==> config.mk <==
export PLATFORM = sky130hd
export DESIGN_NAME = queue_freq_governor
export DESIGN_NICKNAME = d
export VERILOG_FILES = /design/src/rtl/queue_freq_governor.sv
export SDC_FILE = /design/constraint.sdc
export NUM_CORES = 1
export LEC_CHECK = 0
export ABC_AREA = 1
export BUFFER_PORTS_ARGS = -buffer_cell sky130_fd_sc_hd__buf_2
export CORE_MARGIN = 4
export CORE_UTILIZATION = 45
export DETAILED_ROUTE_END_ITERATION = 6
export HOLD_SLACK_MARGIN = 0.06
export PLACE_DENSITY_LB_ADDON = 0.25
export SLEW_MARGIN = 5
export SYNTH_ARGS = -nofsm -noshare
export SYNTH_HDL_FRONTEND = slang
export SYNTH_SLANG_ARGS = --single-unit
==> constraint.sdc <==
create_clock -name clk -period 5.6 [get_ports clk]
set_input_delay 0.28 -clock clk [delete_from_list [all_inputs] [get_ports clk]]
set_output_delay 0.28 -clock clk [all_outputs]
set_load 0.01 [all_outputs]
==> src/rtl/queue_freq_governor.sv <==
module queue_freq_governor #(
  parameter int unsigned STEP_CYCLES = 50000,
  parameter int unsigned NUM_POINTS  = 320,
  parameter int unsigned OCC_W       = 10,
  parameter int unsigned BASE_STEPS  = 107,
  parameter int unsigned ATTACK_Q8   = 15,
  parameter int unsigned DECAY_Q12   = 8,
  parameter int unsigned FILL_DIV    = 50
) (
  input  logic                          clk,
  input  logic                          rst,
  input  logic [OCC_W-1:0]              occupancy,
  input  logic [OCC_W-1:0]              capacity,
  input  logic [OCC_W-1:0]              dead_band,
  output logic [$clog2(NUM_POINTS)-1:0] target_idx,
  output logic                          target_new
);
  localparam int unsigned IDX_W   = $clog2(NUM_POINTS);
  localparam int unsigned CNT_W   = (STEP_CYCLES > 1) ? $clog2(STEP_CYCLES) : 1;
  localparam logic [31:0] MAX_IDX = 32'(NUM_POINTS - 1);

  logic [CNT_W-1:0] cnt;
  logic [OCC_W-1:0] prev;
  logic             primed;
  logic             tick;
  logic [31:0]      idx32, fs, atk, dec_raw, dec, rise, up, down, nxt;
  logic             rising, attack, hold;

  assign tick    = (cnt == CNT_W'(STEP_CYCLES - 1));
  assign idx32   = 32'(target_idx);
  assign fs      = idx32 + 32'(BASE_STEPS);
  assign atk     = (fs * ATTACK_Q8) >> 8;
  assign dec_raw = (fs * DECAY_Q12) >> 12;
  assign dec     = (dec_raw == 32'd0) ? 32'd1 : dec_raw;

  assign rising  = occupancy > prev;
  assign rise    = 32'(occupancy) - 32'(prev);
  assign attack  = rising && (rise * FILL_DIV >= 32'(capacity));
  assign hold    = rising && !attack && (rise >= 32'(dead_band));

  assign up      = (idx32 + atk > MAX_IDX) ? MAX_IDX : idx32 + atk;
  assign down    = (dec > idx32) ? 32'd0 : idx32 - dec;
  assign nxt     = attack ? up : (hold ? idx32 : down);

  always_ff @(posedge clk) begin
    if (rst) begin
      cnt        <= '0;
      prev       <= '0;
      primed     <= 1'b0;
      target_idx <= IDX_W'(MAX_IDX);
      target_new <= 1'b0;
    end else begin
      target_new <= 1'b0;
      cnt        <= tick ? '0 : cnt + 1'b1;
      if (tick) begin
        prev   <= occupancy;
        primed <= 1'b1;
        if (primed) begin
          target_idx <= IDX_W'(nxt);
          target_new <= (IDX_W'(nxt) != target_idx);
        end
      end
    end
  end

  a_r7_idx_in_range: assert property (@(posedge clk) disable iff (rst)
    32'(target_idx) <= MAX_IDX);

  a_r8_strobe_implies_change: assert property (@(posedge clk) disable iff (rst)
    target_new |-> (target_idx != $past(target_idx)));

  a_r8_change_implies_strobe: assert property (@(posedge clk) disable iff (rst)
    (target_idx != $past(target_idx)) |-> target_new);

  a_r8_single_cycle_pulse: assert property (@(posedge clk) disable iff (rst)
    (target_new && STEP_CYCLES > 1) |=> !target_new);

  a_r9_hold_between_ticks: assert property (@(posedge clk) disable iff (rst)
    !tick |=> $stable(target_idx));

  a_r3_first_sample_silent: assert property (@(posedge clk) disable iff (rst)
    !primed |=> !target_new);
endmodule

# Yosys cells after proc, flatten, opt, wreduce, memory -nomap -nowiden
# Cells that the tools add are included.
# W data, S select, Z words.
# totals
output_inout_bits,10
reg_bits,37
# classes
magnitude_cmp,5
add_sub_neg,5
reduce_logical,8
bitwise,2
n_eq_ne,2
muxes,5
mul,2
# ops
op,n
$ge A32 B10 Y1,2
$mux W9,4
$logic_not A32 Y1,1
$mul A32 B5 Y31 const B,1
$add A16 B1 Y16 const B,1
$eq A16 B16 Y1 const B,1
$mul A10 B4 Y14 const B,1
$sub A10 B10 Y11,1
$add A9 B6 Y10,1
$add A9 B7 Y10 const B,1
$gt A10 B10 Y1,1
$gt A10 B9 Y1 const B,1
$gt A1 B9 Y1,1
$ne A9 B9 Y1,1
$sub A9 B1 Y9,1
$logic_and A1 B1 Y1,3
$reduce_or A3 Y1,1
$not A1 Y1,2
$reduce_and A2 Y1,1
$reduce_or A2 Y1,1
$logic_not A1 Y1,1
$mux W1,1

# Logic depth before layout (Yosys ltp)
# logic_depth
word_depth,10
ltp_mapped,41

# Least setup slack after synthesis
# OpenSTA, ideal clock, no wires.
# synth_path
kind,reg-to-reg
startpoint,register target_idx[0]
endpoint,register target_new
path_stages_with_launch,37
required_ns,5.483
slack_ns,-0.654
period_less_slack_ns,6.254
n_path_buf,1
arrival_time_ns,6.136
setup_ns,0.117
path_cell_list,dfxtp_1 clkbuf_1 inv_1 ha_1 nor2_1 o21ai_0 nand2_1 xor2_1 fa_1 fa_1 inv_1 ha_1 a21oi_1 o221ai_1 a21o_1 a21o_1 a21o_1 a21oi_1 o21bai_1 xor2_1 ha_1 nand2_1 a21oi_1 a21oi_1 nand2_1 xor2_1 nand3b_1 nand2_1 inv_1 nor2_1 nand2_1 nand3_1 nand2_1 nand2_1 nand3_1 nor2_1 a21oi_1
# synth_via
elab_chain_len,8
elab_cells_between_ends,13
cone_classes,add/sub (3); mul (1); order compare (2); eq/ne (1); mux (5); reduce/logical (1)
# synth_rtl
element,line,text
from (decl),15,"output logic [$clog2(NUM_POINTS)-1:0] target_idx,"
from (signal assigned),50,target_idx <= IDX_W'(MAX_IDX);
from (signal assigned),59,target_idx <= IDX_W'(nxt);
branches (longest 7 deep; another with $mul A10 B4 Y14),--,
$ne A9 B9 Y1 *,60,target_new <= (IDX_W'(nxt) != target_idx);
to (signal assigned),60,
to (decl),16,output logic target_new
# Mark *: on every way between the ends.
# A chain may end at the register's enable or synchronous reset.

# Worst setup path in the final report
# layout_path
startpoint,register target_idx[1]
endpoint,register target_new
# Same word-level chain as after synthesis.

==> flow_metrics.py <==
metrics = {
    "status": {
        "status": "finished, final reports clean",
    },
    "grt": {
        "grt_pass1_wl_um": 22100,
        "grt_pass1_vias": 4927,
        "grt_antenna_before_repair": 0,
        "grt_max_degree": 21,
        "grt_overflow": 0,
        "grt_use_total": 0.182,
    },
    "setup_path": {
        "cpLargestDelayFamily": "adder cells",
        "crit_slowest_cell": "fa_1",
        "r2r_start": "target_idx[1]",
        "critPathMaxFanout": 4,
        "max_stage_delay_ns": 0.51,
        "crit_cells": 35,
        "crit_top_cell": "nand2_2",
        "cp.arrival_ns": 5.62,
        "startpoint_type": "register",
        "cp_num_buf_inv": 4,
        "reg2reg_depth": 35,
        "cp-end-kind": "register",
        "reg2reg_slack_ns": 0.16,
        "regToRegEndpoint": "target_new",
        "required_ns": 5.77,
        "worst-setup-path-type": "register to register",
    },
    "route": {
        "drc": 0,
        "via_count": 5403,
        "drt-pass1-iter-count": 5,
        "wl_per_cell_um": 12.0,
        "viasPerCell": 4.91,
        "routed_wl_um": 13200,
        "ant_nets": 0,
        "drt-initial-drc-count": 262,
    },
    "timing": {
        "post-route-period-util": 0.972,
        "tightest_slew_ns": 1.16,
        "setup_viol": 0,
        "maxClockFrequency_ghz": 0.184,
        "rsz0062_at_grt": "true",
        "finalCriticalPeriod_ns": 5.44,
        "finalMaxSlewViolations": 0,
        "hold_viol_final": 0,
        "hold-worst-slack_ns": 0.282,
        "maxSlewHeadroom": 0.222,
        "fin_tns_setup_ns": 0,
        "finClkSkew_ns": 0.00431,
    },
    "clocking": {
        "root_buffer": "clkbuf_16",
        "cts_tree": "yes",
        "cts_buffers": 5,
        "clk_pin_slew_ns": 0.06,
        "cts.htree.levels": 2,
        "clk_latency_ns": 0.28,
        "clock_sinks": 37,
        "cts.path.max_buffers": 2,
    },
    "final_layout": {
        "drive_above_1_share": 0.181,
        "antenna_cells": 0,
        "syn2layout_area_growth_pct": 19.1,
        "post-route-util": 0.552,
        "final_cells": 1101,
        "nNetsFinal": 1074,
        "fill_cells": 1226,
    },
    "hold_path": {
        "worstHoldStart": "occupancy[0]",
        "hold_path_end": "prev[0]",
        "hold_depth": 3,
        "hp-class": "input pin to register",
    },
    "logic_synthesis": {
        "netlist_area_um2": 5620,
        "ys_seq_elements": 37,
        "synth_edf_count": 0,
        "postSynthAreaPerCell_um2": 6.62,
        "synth_cell_type_count": 41,
        "postSynthCellCount": 848,
        "synth_flop_cell": "dfxtp_1",
        "synthArstFlopShare": 0,
        "synth_fp_nets": 990,
        "ys_warn_count": 0,
        "seq_area_frac_synth": 0.132,
    },
    "power_and_ir_drop": {
        "p_per_area_nw_per_um2": 207,
        "total_power_uw": 1380,
        "vdd_ir_drop_max_v": 0.000144,
        "total_leakage_power_uw": 0.00355,
    },
    "die": {
        "die_area_um2": 14300,
        "core_um2": 12100,
        "dieWidth_um": 120,
        "num_rows": 40,
        "ios": 42,
        "die_h_um": 120,
        "start_util": 0.464,
    },
    "place": {
        "gp_congestion": 0.910,
        "place_inst": 1083,
        "portBuffers": 41,
        "dp_hpwl_um": 10900,
    },
    "run": {
        "cap_violations": 0,
    },
}
what timing repair did:
item | CTS | global route
endpoints found under the setup margin | 1 | 9
resized for setup | 3 | 43
pin swaps | 2 | 28
hold buffers | 0 | 0
buffers inserted | 2 | 8
sequential cells by signal, summed over array words and instances, names as in the netlist:
register / cells
cnt: 16
target_idx: 9
primed: 1
target_new: 1
prev: 10
worst max path at each step:
stage                        startpoint         end  slack [ns]
after detailed placement  target_idx[0]  target_new       -0.04
after global placement    target_idx[0]  target_new        0.07
after floorplan           target_idx[0]  target_new        0.01
after CTS                 target_idx[1]  target_new        0.01
final                     target_idx[1]  target_new        0.16
after global routing      target_idx[1]  target_new       -0.12
synthesized netlist by cell type, types with 2 or more instances:
library cell,n,area [um^2]
nand2_1,197,739
inv_1,160,601
ha_1,84,1050
nand3_1,68,340
nor2_1,61,229
a21oi_1,51,255
dfxtp_1,37,741
o21ai_0,32,160
fa_1,26,521
xor2_1,26,228
nand4_1,21,131
nor3_1,10,50.1
clkbuf_1,8,30.0
xnor2_1,8,70.1
o21bai_1,6,45.0
a31oi_1,4,25.0
nor3b_1,4,30.0
a21o_1,3,22.5
nand2_2,3,18.8
nand2_4,3,33.8
o211ai_1,3,22.5
o21a_1,3,22.5
and2_1,2,12.5
buf_2,2,10.0
clkbuf_8,2,27.5
inv_2,2,7.51
nand3_2,2,20.0
nand3b_1,2,15.0
nand4_2,2,25.0
nor2_4,2,22.5
nor4_1,2,12.5
o21ai_1,2,10.0
o21ai_2,2,17.5
final cells by class:
type / count / area [um^2] / area share
flip-flops and latches: 37 / 749 / 0.112
inverters: 163 / 621 / 0.0928
clock inverters: 3 / 17.5 / 0.00262
multi-input cells: 636 / 4400 / 0.657
repair buffers: 89 / 569 / 0.0851
clock buffers: 5 / 125 / 0.0187
well taps: 168 / 210 / 0.0314
cell families (layout without fill, tap and decap cells):
kind of cell | after synthesis | in the layout | synth area share
flops | 37 | 37 | 0.132
buf+inv | 175 | 260 | 0.121
compound gates | 109 | 109 | 0.108
simple gates | 383 | 383 | 0.306
fa+ha+maj | 110 | 110 | 0.280
xor+xnor | 34 | 34 | 0.0530
worst min-delay path: cells and delay by family:
kind	cells	cell delay (ns)
buffers and inverters	1	0.09
and+or+nand+nor	2	0.15
report_power, final:
group	switching, uW	total (uW)	internal, uW
registers	1.12	265	264
logic	516	844	327
clock network	113	276	163
cell usage in the layout (no fill, tap or decap), types with 3 or more instances in the layout:
master,Yosys,routed
nor3b_1,4,4
nand2_4,3,3
inv_2,2,11
ha_1,84,79
nand2_1,197,191
buf_4,0,47
inv_1,160,149
a31oi_1,4,3
nand3_2,2,6
nand3_1,68,64
o21a_1,3,3
nor3_1,10,9
clkbuf_16,0,5
xor2_1,26,23
a21o_1,3,3
o21ai_0,32,28
o21bai_1,6,6
nor2_1,61,60
xnor2_1,8,7
a21oi_2,1,8
nor2_4,2,3
buf_2,2,41
xor2_2,0,3
nand2_2,3,9
ha_4,0,4
nand4_1,21,21
o211ai_1,3,3
dfxtp_1,37,34
o21ai_1,2,4
fa_1,26,24
a21oi_1,51,44
clkinv_2,1,3
layer usage:
metal | routed length [um] | part of all wire | GRT usage
met3 | 696 | 0.053 | 0.0203
met4 | 170 | 0.013 | 0.0329
met5 | 0 | 0 | 0
met1 | 6540 | 0.49 | 0.270
met2 | 5820 | 0.44 | 0.286
through the flow:
| step | cell area, um^2 | worst slack, ns |
|---|---|---|
| after floorplan | 5700 | 0.0102 |
| after global placement | 6320 | 0.0671 |
| after detailed placement | 6320 | -0.0422 |
| after CTS | 6480 | 0.0141 |
| after global routing | 6690 | -0.125 |
| final | 6690 | 0.156 |
(Power assumes the default switching activity.)
